--- src/rtl/bhs_pkg.sv ---
package bhs_pkg;

   localparam int unsigned HDR_WORDS = 4;
   localparam logic [15:0] HDR_TAG   = 16'hB359;
   localparam logic [2:0]  CS_OFF    = 3'b101;

   typedef enum logic [2:0] {
      BM_FLASH   = 3'd0,
      BM_ALT_GEN = 3'd1,
      BM_ALT_SER = 3'd2,
      BM_GEN_BSL = 3'd3,
      BM_SER_BSL = 3'd4
   } boot_mode_e;

   typedef struct packed {
      logic [15:0] tag;
      logic [15:0] idx;
      logic [31:0] stad;
      logic [31:0] chk;
      logic [31:0] chk_n;
   } hdr_raw_t;

   typedef struct packed {
      logic       ok;
      logic       pin_dis;
      boot_mode_e mode;
      logic [3:0] ls;
      logic       st;
      logic       cs;
   } hdr_dec_t;

   function automatic logic uses_addr(boot_mode_e m);
      return (m == BM_FLASH) || (m == BM_ALT_GEN) || (m == BM_ALT_SER);
   endfunction

endpackage

--- src/rtl/bhs_fetch.sv ---
module bhs_fetch
   import bhs_pkg::*;
#(
   parameter int unsigned ADDR_W   = 8,
   parameter int unsigned HDR_BASE = 0,
   parameter int unsigned ENT_W    = 3
) (
   input  logic              clk,
   input  logic              rst_n,
   input  logic              start,
   input  logic [ENT_W-1:0]  entry,
   output logic              rd_en,
   output logic [ADDR_W-1:0] rd_addr,
   input  logic [31:0]       rd_data,
   output hdr_raw_t          hdr,
   output logic              hdr_vld
);

   logic       busy_q;
   logic [1:0] cnt_q;
   logic       cap_q;
   logic [1:0] cap_idx_q;
   logic       vld_q;

   always_ff @(posedge clk or negedge rst_n) begin
      if (!rst_n) begin
         busy_q    <= 1'b0;
         cnt_q     <= 2'd0;
         cap_q     <= 1'b0;
         cap_idx_q <= 2'd0;
         vld_q     <= 1'b0;
      end else begin
         cap_q     <= busy_q;
         cap_idx_q <= cnt_q;
         vld_q     <= cap_q && (cap_idx_q == 2'd3);
         if (start) begin
            busy_q <= 1'b1;
            cnt_q  <= 2'd0;
         end else if (busy_q) begin
            cnt_q <= cnt_q + 2'd1;
            if (cnt_q == 2'd3) busy_q <= 1'b0;
         end
      end
   end

   generate
      for (genvar gi = 0; gi < HDR_WORDS; gi++) begin : g_word
         logic [31:0] w_q;
         always_ff @(posedge clk or negedge rst_n) begin
            if (!rst_n)                            w_q <= '0;
            else if (cap_q && cap_idx_q == 2'(gi)) w_q <= rd_data;
         end
      end
   endgenerate

   assign rd_en   = busy_q;
   assign rd_addr = ADDR_W'(HDR_BASE) + ADDR_W'({entry, cnt_q});
   assign hdr_vld = vld_q;

   always_comb begin
      hdr.tag   = g_word[0].w_q[31:16];
      hdr.idx   = g_word[0].w_q[15:0];
      hdr.stad  = g_word[1].w_q;
      hdr.chk   = g_word[2].w_q;
      hdr.chk_n = g_word[3].w_q;
   end

endmodule

--- src/rtl/bhs_check.sv ---
module bhs_check
   import bhs_pkg::*;
(
   input  hdr_raw_t hdr,
   output hdr_dec_t dec
);

   logic code_ok;
   logic unused_idx_bits;

   assign unused_idx_bits = ^hdr.idx;

   always_comb begin
      code_ok  = 1'b1;
      dec.mode = BM_GEN_BSL;
      unique case (hdr.idx[3:1])
         3'b111:  dec.mode = BM_FLASH;
         3'b110:  dec.mode = BM_ALT_GEN;
         3'b100:  dec.mode = BM_GEN_BSL;
         3'b011:  dec.mode = BM_SER_BSL;
         default: code_ok  = 1'b0;
      endcase
      dec.ok      = (hdr.tag == HDR_TAG) && (hdr.chk == ~hdr.chk_n) && code_ok;
      dec.pin_dis = hdr.idx[0];
      dec.ls      = hdr.idx[7:4];
      dec.st      = hdr.idx[8];
      dec.cs      = (hdr.idx[11:9] != CS_OFF);
   end

endmodule

--- src/rtl/bhs_resolve.sv ---
module bhs_resolve
   import bhs_pkg::*;
#(
   parameter logic [31:0] PF_LO       = 32'hA000_0000,
   parameter logic [31:0] PF_HI       = 32'hA03F_FFFC,
   parameter bit          CHECK_RANGE = 1'b1
) (
   input  hdr_dec_t    dec,
   input  logic [31:0] stad,
   input  logic        strap_en_n,
   input  logic [1:0]  strap_mode,
   output boot_mode_e  mode,
   output logic        addr_fault
);

   logic in_range;
   logic aligned;

   generate
      if (CHECK_RANGE) begin : g_range
         assign in_range = (stad >= PF_LO) && (stad <= PF_HI);
      end else begin : g_norange
         assign in_range = 1'b1;
      end
   endgenerate

   assign aligned = (stad[1:0] == 2'b00);

   always_comb begin
      mode = dec.mode;
      if (!dec.pin_dis && !strap_en_n) begin
         unique case (strap_mode)
            2'b11: mode = BM_FLASH;
            2'b10: mode = BM_ALT_GEN;
            2'b01: mode = BM_ALT_SER;
            2'b00: mode = BM_GEN_BSL;
         endcase
      end
   end

   assign addr_fault = uses_addr(mode) && !(aligned && in_range);

endmodule

--- src/rtl/boot_hdr_sel.sv ---
module boot_hdr_sel
   import bhs_pkg::*;
#(
   parameter int unsigned NUM_SETS    = 4,
   parameter int unsigned ADDR_W      = 8,
   parameter int unsigned HDR_BASE    = 0,
   parameter int unsigned NCORE       = 4,
   parameter logic [31:0] PF_LO       = 32'hA000_0000,
   parameter logic [31:0] PF_HI       = 32'hA03F_FFFC,
   parameter bit          CHECK_RANGE = 1'b1
) (
   input  logic              clk,
   input  logic              rst_n,
   output logic              rd_en,
   output logic [ADDR_W-1:0] rd_addr,
   input  logic [31:0]       rd_data,
   input  logic              strap_en_n,
   input  logic [1:0]        strap_mode,
   output logic              done,
   output logic              error,
   output logic [2:0]        boot_mode,
   output logic [31:0]       start_addr,
   output logic [NCORE-1:0]  lockstep_en,
   output logic              selftest_en,
   output logic              checker_en
);

   localparam int unsigned NUM_ENT = 2 * NUM_SETS;
   localparam int unsigned ENT_W   = (NUM_ENT > 1) ? $clog2(NUM_ENT) : 1;
   localparam logic [ENT_W-1:0] LAST_ENT = ENT_W'(NUM_ENT - 1);

   generate
      if (NCORE < 1 || NCORE > 4) begin : g_bad_ncore
         $error("NCORE must be 1..4");
      end
      if (NUM_SETS < 1) begin : g_bad_sets
         $error("NUM_SETS must be at least 1");
      end
      if (ADDR_W < ENT_W + 2) begin : g_bad_aw
         $error("ADDR_W too small for the header table");
      end
      if ((HDR_BASE % 4) != 0) begin : g_bad_base
         $error("HDR_BASE must be a multiple of 4");
      end
      if (PF_LO > PF_HI) begin : g_bad_range
         $error("PF_LO must not exceed PF_HI");
      end
   endgenerate

   typedef enum logic [1:0] {ST_LAUNCH, ST_WAIT, ST_END} state_e;

   state_e            st_q;
   logic [ENT_W-1:0]  ent_q;
   hdr_raw_t          hdr;
   logic              hdr_vld;
   hdr_dec_t          dec;
   boot_mode_e        fin_mode;
   logic              addr_fault;

   logic              done_q, err_q, st_en_q, cs_q;
   boot_mode_e        mode_q;
   logic [31:0]       addr_q;
   logic [NCORE-1:0]  ls_q;

   bhs_fetch #(
      .ADDR_W   (ADDR_W),
      .HDR_BASE (HDR_BASE),
      .ENT_W    (ENT_W)
   ) u_fetch (
      .clk     (clk),
      .rst_n   (rst_n),
      .start   (st_q == ST_LAUNCH),
      .entry   (ent_q),
      .rd_en   (rd_en),
      .rd_addr (rd_addr),
      .rd_data (rd_data),
      .hdr     (hdr),
      .hdr_vld (hdr_vld)
   );

   bhs_check u_check (
      .hdr (hdr),
      .dec (dec)
   );

   bhs_resolve #(
      .PF_LO       (PF_LO),
      .PF_HI       (PF_HI),
      .CHECK_RANGE (CHECK_RANGE)
   ) u_resolve (
      .dec        (dec),
      .stad       (hdr.stad),
      .strap_en_n (strap_en_n),
      .strap_mode (strap_mode),
      .mode       (fin_mode),
      .addr_fault (addr_fault)
   );

   always_ff @(posedge clk or negedge rst_n) begin
      if (!rst_n) begin
         st_q    <= ST_LAUNCH;
         ent_q   <= '0;
         done_q  <= 1'b0;
         err_q   <= 1'b0;
         mode_q  <= BM_GEN_BSL;
         addr_q  <= '0;
         ls_q    <= '0;
         st_en_q <= 1'b0;
         cs_q    <= 1'b0;
      end else begin
         unique case (st_q)
            ST_LAUNCH: st_q <= ST_WAIT;
            ST_WAIT: begin
               if (hdr_vld) begin
                  if (dec.ok) begin
                     st_q    <= ST_END;
                     done_q  <= 1'b1;
                     ls_q    <= dec.ls[NCORE-1:0];
                     st_en_q <= dec.st;
                     cs_q    <= dec.cs;
                     if (addr_fault) begin
                        err_q  <= 1'b1;
                        mode_q <= BM_GEN_BSL;
                        addr_q <= '0;
                     end else begin
                        mode_q <= fin_mode;
                        addr_q <= uses_addr(fin_mode) ? hdr.stad : 32'd0;
                     end
                  end else if (ent_q == LAST_ENT) begin
                     st_q   <= ST_END;
                     done_q <= 1'b1;
                     err_q  <= 1'b1;
                     mode_q <= BM_GEN_BSL;
                     addr_q <= '0;
                  end else begin
                     ent_q <= ent_q + 1'b1;
                     st_q  <= ST_LAUNCH;
                  end
               end
            end
            default: st_q <= ST_END;
         endcase
      end
   end

   assign done        = done_q;
   assign error       = err_q;
   assign boot_mode   = mode_q;
   assign start_addr  = addr_q;
   assign lockstep_en = ls_q;
   assign selftest_en = st_en_q;
   assign checker_en  = cs_q;

endmodule

--- config.mk ---
export PLATFORM = sky130hd
export DESIGN_NAME = boot_hdr_sel
export DESIGN_NICKNAME = d
export VERILOG_FILES = /design/src/rtl/bhs_pkg.sv /design/src/rtl/bhs_fetch.sv /design/src/rtl/bhs_check.sv /design/src/rtl/bhs_resolve.sv /design/src/rtl/boot_hdr_sel.sv
export SDC_FILE = /design/constraint.sdc
export NUM_CORES = 1
export LEC_CHECK = 0
export BUFFER_PORTS_ARGS = -buffer_cell sky130_fd_sc_hd__buf_2
export CORE_MARGIN = 5
export CORE_UTILIZATION = 63
export DETAILED_ROUTE_END_ITERATION = 12
export PLACE_DENSITY = 0.89
export SYNTH_ARGS = -nofsm -noshare
export SYNTH_HDL_FRONTEND = slang
export SYNTH_HIERARCHICAL = 1
export SYNTH_SLANG_ARGS = --single-unit
--- constraint.sdc ---
create_clock -name clk -period 7.4 [get_ports clk]
set_clock_uncertainty 0.2 [all_clocks]
set_input_delay 1.48 -clock clk [delete_from_list [all_inputs] [get_ports clk]]
set_output_delay 1.48 -clock clk [all_outputs]
set_load 0.02 [all_outputs]
==> results of run 1 <==
==> state kept, by name, summed over array words and instances (netlist names), 2 cells and up <==
signal	flops
u_fetch/g_word.w_q	124
start_addr	32
lockstep_en	4
boot_mode	3
ent_q	3
st_q	2
u_fetch/cap_idx_q	2
u_fetch/cnt_q	2
==> layout make-up <==
type,count,area share [%]
Timing Repair Buffer,91,5.60
Clock inverter,5,1.18
Clock buffer,27,5.68
Multi-Input combinational cell,298,31.2
Sequential cell,179,52.7
Tap cell,143,2.10
Inverter,36,1.59
==> per-layer routing <==
layer | GRT usage, % | up-vias
met3 | 5.64 | 20
met1 | 32.9 | 2348
met4 | 8.18 | 0
met2 | 36.0 | 179
met5 | 0 | -
li1 | - | 2073
==> metrics by stage <==
stage                     instances  setup WS, ns  area, um^2  hold WS (ns)
final                           779          3.64        8510         0.249
after global routing            779          3.43        8510         0.287
after CTS                       779          3.68        8510         0.255
after detailed placement        747          3.52        7930         0.237
after global placement          747          3.59        7930         0.209
after floorplan                 551          4.22        7500         0.250
==> power breakdown <==
group          switching, uW  internal (uW)
logic                   60.4           47.1
registers               25.0           1010
clock network            340            549
==> how the worst max path moves through the flow <==
| stage | cells past startpoint | startpoint | to | slack (ns) |
|---|---|---|---|---|
| final | 8 | u_fetch/g_word[0].w_q[17] | start_addr[27] | 3.64 |
| after global routing | 8 | u_fetch/g_word[0].w_q[17] | start_addr[18] | 3.43 |
| after CTS | 8 | u_fetch/g_word[0].w_q[17] | start_addr[18] | 3.68 |
| after detailed placement | 7 | strap_mode[1] | start_addr[27] | 3.52 |
| after global placement | 7 | strap_mode[1] | start_addr[1] | 3.59 |
| after floorplan | 6 | strap_mode[1] | boot_mode[0] | 4.22 |
==> cell usage in the layout (no fill, tap or decap), types with 2 or more instances in the layout <==
| cell type | n |
|---|---|
| dfrtp_1 | 177 |
| mux2_2 | 130 |
| buf_2 | 84 |
| inv_1 | 36 |
| nand4_1 | 35 |
| o21ai_0 | 31 |
| xnor2_1 | 27 |
| clkbuf_16 | 17 |
| clkbuf_1 | 8 |
| nor4_1 | 8 |
| o21ai_1 | 7 |
| xor2_1 | 7 |
| nor2_1 | 6 |
| buf_4 | 6 |
| nand2_1 | 4 |
| nand4b_1 | 3 |
| ha_1 | 3 |
| bufinv_16 | 3 |
| nand3b_1 | 3 |
| conb_1 | 3 |
| a21oi_1 | 2 |
| nand2b_1 | 2 |
| or4b_1 | 2 |
| o21a_1 | 2 |
| a21o_1 | 2 |
| dfstp_2 | 2 |
| clkinv_2 | 2 |
| clkbuf_8 | 2 |
| or4bb_1 | 2 |
| mux2_1 | 2 |
| o31ai_1 | 2 |
| nor4b_1 | 2 |
==> summary.md, run 1 <==
| Metric | Value |
|---|---|
| Vias in the first global route | `4850` |
| GRT overflow | `0` |
| Mean Syn Cell Area | `13.6 um^2` |
| FP Rows | `39` |
| Final Core Density | `73.9%` |
| RSZ-0062 raised after global routing | `false` |
| Bufs and invs on worst path | `1` |
| Worst flop-to-flop path endpoint | `start_addr[27]` |
| Hold-critical path endpoint | `u_fetch/cap_idx_q[1]` |
| CTS Hold Buffers Added | `0` |
| Req. time, crit path | `7.44 ns` |
| Slew HR | `17.1%` |
| Max FO, Critical Path | `36` |
| 1st-iter DRT viols | `483` |
| Multi-input gate area | `2650 um^2` |
| Met2 WL | `7580 um` |
| Max-slew violations | `0` |
| Cells after Synth | `549` |
| Peak VDD IR | `0.131 mV` |
| Maxcap violations | `0` |
| Fillers | `716` |
| Final #Nets | `663` |
| Tot Pwr | `2030 uW` |
| Placer Congestion | `0.793` |
| Initial core utilization | `65.1%` |
| Pin slew with the least headroom to its limit | `1.24 ns` |
| Met3 wire length | `850 um` |
| Worst R2R Start | `u_fetch/g_word[0].w_q[17]` |
| Mapped cell area | `7490 um^2` |
| Sink Count | `179` |
| WS Path Type | `register to register` |
| Hold path depth | `0` |
| Die H | `119 um` |
| Hold WC Path Type | `register to register` |
| Seq. cell area | `4480 um^2` |
| Status | `finished, final reports clean` |
| Largest net degree at the start of global routing | `107` |
| Post-DR vias/cell | `5.93` |
| GRT Total Usage | `23.4%` |
| CP max stage cell | `nor3_4` |
| CP Capture Type | `register` |
| Crit start category | `register` |
| Die area | `14200 um^2` |
| Worst R2R Setup Slack | `3.64 ns` |
| First-pass DRT Iterations | `5` |
| CTS tree | `done` |
| Cell Chain, Critical Path | `or4bb_1 -> nor4_1 -> nand4_1 -> nor4_4 -> buf_4 -> nor2_1 -> nor3_4 -> o21ai_0` |
| Metal-1 WL | `6990 um` |
| Reg2Reg Depth | `8` |
| Period utilization | `50.9%` |
| Core area | `11500 um^2` |
| Clock Latency Late Sink | `0.42 ns` |
| CTS clk-pin slew, worst paths | `0.06 ns` |
| Antenna viol nets, final | `0` |
| Worst hold start | `u_fetch/cnt_q[1]` |
| Leak | `0.00381 uW` |
| Initial antenna violation count | `0` |
| Final setup viols | `0` |
| CP peak stage delay | `0.91 ns` |
| Total number of vias | `4620` |
| Antenna diode instance count | `0` |
| Max Root-Sink Buffers | `2` |
| TNS Setup | `0 ns` |
| Layout cell share with drive strength beyond 1 | `39.6%` |
| Post-CTS Resized | `0` |
| H-tree depth | `4` |
| Worst Path Arrival | `3.81 ns` |
| CTS Buf Count | `17` |
| WL per Instance | `20.1 um` |
| CP top delay family | `simple AND/OR/NAND/NOR gates` |
| PwrDens | `239 nW/um^2` |
| Top sig layer | `met4` |
| Die width | `119 um` |
| DRC Markers | `0` |
| Warnings from Yosys | `6` |
| Routed wire length | `15700 um` |
| PortBufs | `85` |
| I/O Pins | `89` |
| Root Driver | `clkbuf_16` |
| Global-route wire length before repair | `25800 um` |
| HPWL Detailed | `10600 um` |
| Number of post-CTS setup repair buffers | `0` |
| Min cycle time layout | `3.76 ns` |
| Max frequency | `0.266 GHz` |
| P&R area growth vs syn | `13.6%` |
| Final Hold Fails | `0` |
(Power assumes the default switching activity.)
==> run 2: changes to the inputs <==
ABC_AREA = 1   (was not set)
CORE_UTILIZATION = 53   (was 63)
PLACE_DENSITY = 0.8   (was 0.89)
clock period = 3.3 ns   (was 7.4 ns; I/O delays follow)
==> run 2 against run 1 <==
Compared with the run above: non-clock buffer count is 10 higher; setup slack got worse by 3.0 ns; sequential power grew 120%; area after synthesis up 12%; sequential share of layout area is 5.2 points lower; critical path depth rose by 5; count of clock-buffer cells in the layout is 10 lower; routed wire length is 28% higher; flip-flop and latch count unchanged; critical path type unchanged.
==> summary.md, run 2 <==
| Metric | Value |
|---|---|
| Status | `finished, final reports clean` |
| Max-slew violations | `0 (unchanged)` |
| CP Capture Type | `register` |
| Leak | `0.00476 uW (+25%)` |
| Req. time, crit path | `3.47 ns (-3.97 ns)` |
| Crit path from | `u_fetch/g_word[2].w_q[25]` |
| GRT Total Usage | `22.7% (-0.71 points)` |
| CTS Hold Buffers Added | `0 (unchanged)` |
| Initial antenna violation count | `0 (unchanged)` |
| Max frequency | `0.374 GHz (+41%)` |
| FP Rows | `46 (+18%)` |
| Antenna viol nets, final | `0 (unchanged)` |
| Most common cell after layout, fill and taps aside | `nand2_1` |
| WL per Instance | `15.2 um (-25%)` |
| Bufs and invs on worst path | `2 (+1)` |
| Number of cells on the critical path | `13 (+5)` |
| RSZ-0062 raised after global routing | `false` |
| First-pass DRT Iterations | `7 (+2)` |
| TNS Setup | `0 ns (unchanged)` |
| Min cycle time layout | `2.68 ns (-1.09 ns)` |
| Pin slew with the least headroom to its limit | `0.714 ns (-0.526 ns)` |
| Die H | `136 um (+14%)` |
| Worst Path Arrival | `2.85 ns (-0.96 ns)` |
| Period utilization | `81.1% (+30 points)` |
| Crit start category | `register` |
| CP top delay family | `simple AND/OR/NAND/NOR gates` |
| Warnings from Yosys | `6 (unchanged)` |
| Placer Congestion | `0.845 (+6.6%)` |
| P&R area growth vs syn | `12.3%` |
| PortBufs | `85 (unchanged)` |
| Layout cell share with drive strength beyond 1 | `14.5% (-25 points)` |
| Max FO, Critical Path | `34 (-5.6%)` |
| Final setup viols | `0 (unchanged)` |
| WS Path Type | `register to register` |
| CTS Buf Count | `17 (unchanged)` |
| Initial core utilization | `53.6% (-11 points)` |
| Placed insts | `1291 (+73%)` |
| Number of post-CTS setup repair buffers | `0 (unchanged)` |
| Reg2Reg Depth | `13 (+5)` |
| Most flops, register | `u_fetch/g_word.w_q` |
| Cells after Synth | `1050 (+91%)` |
| Most frequent CP cell | `nand2_1` |
| Slew HR | `52.4% (+35 points)` |
| Cell Chain, Critical Path | `inv_1 -> nand2_1 -> nand2_1 -> nor2_1 -> nand2_1 -> nor2_1 -> nand3_1 -> nor2_2 -> buf_4 -> nand2_1 -> nor2_2 -> nand2_1 -> nand2_1` |
| CTS tree | `done` |
| CP peak stage delay | `0.39 ns (-0.52 ns)` |
| GRT overflow | `0 (unchanged)` |
| Most frequent cells in the layout | `nand2_1 (446), dfrtp_1 (174), nand4_1 (99)` |
| Hold WC Path Type | `input pin to async pin` |
| DRC Markers | `0 (unchanged)` |
| Final Core Density | `60.1% (-14 points)` |
| Antenna diode instance count | `0 (unchanged)` |
| Total number of vias | `7071 (+53%)` |
| Worst R2R Start | `u_fetch/g_word[2].w_q[25]` |
| Final Hold Fails | `0 (unchanged)` |
| Global-route wire length before repair | `33300 um (+29%)` |
| Clock Latency Late Sink | `0.43 ns (about the same)` |
| Peak VDD IR | `0.377 mV (+190%)` |
| Mapped cell area | `8420 um^2 (+12%)` |
| Max Root-Sink Buffers | `2 (unchanged)` |
| Die width | `136 um (+14%)` |
| CTS clk-pin slew, worst paths | `0.07 ns (about the same)` |
| Vias in the first global route | `6612 (+36%)` |
| Mean Syn Cell Area | `8.02 um^2 (-41%)` |
| Die area | `18500 um^2 (+31%)` |
| Largest register FFs | `124 (unchanged)` |
| PwrDens | `491 nW/um^2 (+110%)` |
| Root Driver | `clkbuf_16` |
| Layout Cells excl Fill | `1323 (+70%)` |
| H-tree depth | `4 (unchanged)` |
| 1st-iter DRT viols | `660 (+37%)` |
| Routed wire length | `20100 um (+28%)` |
| Maxcap violations | `0 (unchanged)` |
| Largest net degree at the start of global routing | `73 (-32%)` |
| Post-DR vias/cell | `5.34 (-9.9%)` |
| CP max stage cell | `buf_4` |
| I/O Pins | `89 (unchanged)` |
| HPWL Detailed | `13500 um (+27%)` |
| Core area | `15700 um^2 (+36%)` |
| Sink Count | `179 (unchanged)` |
| Final #Nets | `1134 (+71%)` |
| Post-CTS Resized | `0 (unchanged)` |
## run 2: layout make-up
type,instances,area (um^2)
Tap cell,216,270
Timing Repair Buffer,101,577
Sequential cell,179,4490
Clock buffer,17,425
Clock inverter,15,169
Multi-Input combinational cell,744,3330
Fill cell,1402,6260
Inverter,51,191
## run 2: path summary, 6_finish.rpt
check | to | slack, ns
hold reg to reg | u_fetch/cap_idx_q[1] | 0.23
max in group asynchronous | start_addr[7] | 2.08
setup / recovery | lockstep_en[2] | 0.62
min in group clk | u_fetch/cap_idx_q[1] | 0.23
hold / removal | ent_q[1] | 0.008
setup reg to reg | lockstep_en[2] | 0.62
## run 2: power breakdown
group	switching, uW	internal, uW
clock network	897	1130
registers	56.5	2270
logic	186	89.3
## run 2: stage by stage
| step | hold WS [ns] | setup WS [ns] | power, uW | area [um^2] |
|---|---|---|---|---|
| after floorplan | 0.164 | 1.40 | 2510 | 8420 |
| after global placement | 0.206 | 0.796 | 2630 | 8850 |
| after detailed placement | 0.213 | 0.757 | 2640 | 8850 |
| after CTS | 0.0290 | 0.652 | 4670 | 9450 |
| after global routing | 0.0602 | 0.424 | 4810 | 9450 |
| final | 0.00766 | 0.624 | 4630 | 9450 |
## run 2: worst reg2reg max path: cells and delay by family, from the launching register on
family                 cells  cell delay (ns)
DFF                        1             0.38
buffers and inverters      2             0.44
and+or+nand+nor           11             1.60
## run 2: per-layer routing
layer	vias up	routed length (um)	GRT usage, %	part of all wire, %
met5	-	0	0	0
met4	0	407	8.29	2.0
met3	37	1270	4.07	6.3
met2	248	9300	34.6	46
met1	3335	9090	32.6	45
li1	3451	-	-	-
==> run 3: changes to the inputs <==
clock period = 2.3 ns   (was 3.3 ns; I/O delays follow)
==> run 3 against run 2 <==
Compared with the run above: first-iteration DRC count is 1.2% lower; utilization is 1.1 points higher; non-clock buffer count is 15 higher; critical path depth stayed put; count of clock-buffer cells in the layout is 1 higher; global-route usage is 0.24 points higher; clock power is 41% higher; via count is 0.75% higher; total power is 43% higher; routed wire length is 1.8% higher; flip-flop and latch count stayed put; sequential power is 43% higher.
==> summary.md, run 3 (synthesized netlist as in run 2, its figures left out) <==
| Metric | Value |
|---|---|
| Max FO, Critical Path | `36 (+5.9%)` |
| Post-placement cell area | `9010 um^2 (+1.8%)` |
| P&R area growth vs syn | `14.2%` |
| CTS clk-pin slew, worst paths | `0.07 ns (about the same)` |
| Hold WC Path Type | `input pin to register` |
| WS Path Type | `register to register` |
| FP Rows | `46 (unchanged)` |
| Clock Latency Late Sink | `0.44 ns (about the same)` |
| Most frequent cells in the layout | `nand2_1 (446), dfrtp_1 (174), nand4_1 (99)` |
| Reg2Reg Depth | `13 (unchanged)` |
| GRT Total Usage | `22.9% (+0.24 points)` |
| Max Root-Sink Buffers | `2 (unchanged)` |
| CTS tree | `done` |
| Hold path depth | `3` |
| Die H | `136 um (unchanged)` |
| Final Cell Area | `9620 um^2 (+1.8%)` |
| Core area | `15700 um^2 (unchanged)` |
| Most flops, register | `u_fetch/g_word.w_q` |
| Worst flop-to-flop path endpoint | `start_addr[15]` |
| TNS Setup | `0 ns (unchanged)` |
| Largest register FFs | `124 (unchanged)` |
| Largest net degree at the start of global routing | `64 (-12%)` |
| Pin slew with the least headroom to its limit | `0.566 ns (-0.148 ns)` |
| Worst R2R Start | `u_fetch/g_word[0].w_q[18]` |
| Maxcap violations | `0 (unchanged)` |
| Period utilization | `93.5% (+12 points)` |
| Status | `finished, final reports clean` |
| Max-slew violations | `0 (unchanged)` |
| Leak | `0.00485 uW (+1.8%)` |
| Final setup viols | `0 (unchanged)` |
| Initial core utilization | `53.6% (unchanged)` |
| Final #Nets | `1149 (+1.3%)` |
| DP Worst Slack | `0.124 ns (-0.633 ns)` |
| Placer Congestion | `0.833 (-1.4%)` |
| Worst R2R Setup Slack | `0.15 ns (-0.47 ns)` |
| WL per Instance | `15.3 um (+0.64%)` |
| Total number of vias | `7124 (+0.75%)` |
| CTS Buf Count | `17 (unchanged)` |
| First-pass DRT Iterations | `5 (-2)` |
| Placed insts | `1305 (+1.1%)` |
| Final Hold Fails | `0 (unchanged)` |
| Die area | `18500 um^2 (unchanged)` |
| GRT overflow | `0 (unchanged)` |
| 1st-iter DRT viols | `652 (-1.2%)` |
| Initial antenna violation count | `0 (unchanged)` |
| DRC Markers | `0 (unchanged)` |
| Setup ws final | `0.149 ns (-0.475 ns)` |
| Layout Cells excl Fill | `1338 (+1.1%)` |
| Worst Path Arrival | `2.28 ns (-0.57 ns)` |
| Sink Count | `179 (unchanged)` |
| Req. time, crit path | `2.43 ns (-1.04 ns)` |
| PwrDens | `689 nW/um^2 (+41%)` |
| RSZ-0062 raised after global routing | `false` |
| Hold-critical path endpoint | `u_fetch/g_word[3].w_q[15]` |
| I/O Pins | `89 (unchanged)` |
| PortBufs | `85 (unchanged)` |
| Most common cell after layout, fill and taps aside | `nand2_1` |
| Post-DR vias/cell | `5.32 (-0.38%)` |
| Max frequency | `0.465 GHz (+24%)` |
| Vias in the first global route | `6666 (+0.82%)` |
| Die width | `136 um (unchanged)` |
| Tot Pwr | `6630 uW (+43%)` |
| Worst hold start | `rd_data[15]` |
| Peak VDD IR | `0.601 mV (+59%)` |
| Global-route wire length before repair | `33500 um (+0.54%)` |
| Antenna viol nets, final | `0 (unchanged)` |
| Layout cell share with drive strength beyond 1 | `15.4% (+0.97 points)` |
| H-tree depth | `4 (unchanged)` |
| HPWL Detailed | `13800 um (+2.2%)` |
| Slew HR | `62.3% (+9.9 points)` |
| Routed wire length | `20400 um (+1.8%)` |
| CP Capture Type | `register` |
| Min cycle time layout | `2.15 ns (-0.525 ns)` |
| Root Driver | `clkbuf_16` |
| Crit start category | `register` |
| Antenna diode instance count | `0 (unchanged)` |
-- run 3: changes by cell type in the layout (fill, tap and decap cells not counted) --
cell / before / now
buf_12: 2 / 6
buf_4: 14 / 23
buf_6: 1 / 2
clkbuf_1: 0 / 1
clkinv_2: 1 / 2
clkinv_4: 2 / 3
dlygate4sd3_1: 0 / 1
inv_6: 6 / 4
inv_8: 1 / 0
nand2_4: 1 / 0
nand2_8: 0 / 1
-- run 3: critical path, stage by stage (launching register included) --
cell	delay, ns
dfrtp_1	0.38
inv_1	0.06
nand4_1	0.11
nor2_1	0.19
nand2_1	0.07
nor2_1	0.09
nand2_1	0.09
nor2_2	0.11
buf_4	0.16
nor2_4	0.06
nor2_4	0.16
nand2_8	0.17
nand2_1	0.12
nand2_1	0.06
-- run 3: worst max path at each step --
stage / start / endpoint / cells after the start
after floorplan: u_fetch/g_word[2].w_q[31] / start_addr[17] / 14
after global placement: u_fetch/g_word[0].w_q[18] / start_addr[9] / 13
after detailed placement: u_fetch/g_word[0].w_q[18] / start_addr[15] / 13
after CTS: u_fetch/g_word[0].w_q[18] / start_addr[10] / 13
after global routing: u_fetch/g_word[2].w_q[19] / start_addr[2] / 13
final: u_fetch/g_word[0].w_q[18] / start_addr[15] / 13
-- run 3: per-stage QoR --
step / hold slack (ns) / util, %
global placement: 0.207 / 57.3
detailed placement: 0.205 / 57.3
finish: 0.0985 / 61.2
floorplan: -0.0356 / -
CTS: 0.0888 / 61.1
global route: 0.0962 / 61.2
-- run 3: metal layers --
metal	vias up	GRT usage [%]	part of all wire, %
li1	3470	-	-
met5	-	0	0
met2	258	36.2	46
met1	3360	30.8	44
met4	0	7.73	2.3
met3	36	6.22	7.2
-- run 3: report_power, final --
part | total, uW | switching, uW | internal (uW)
registers | 3340 | 82.0 | 3260
logic | 418 | 274 | 144
clock network | 2870 | 1260 | 1610
-- run 3: layout make-up --
type,count,area (um^2)
well taps,216,270
clock inverters,14,154
inverters,51,191
flip-flops and latches,179,4490
fillers,1348,6100
multi-input cells,744,3340
clock buffers,18,429
repair buffers,116,746
-- run 3: timing repair --
item,CTS,global route
setup endpoints to repair,0,15
hold endpoints to repair,34,0
hold buffers,1,0
setup buffers,0,0
gates resized for setup,0,2
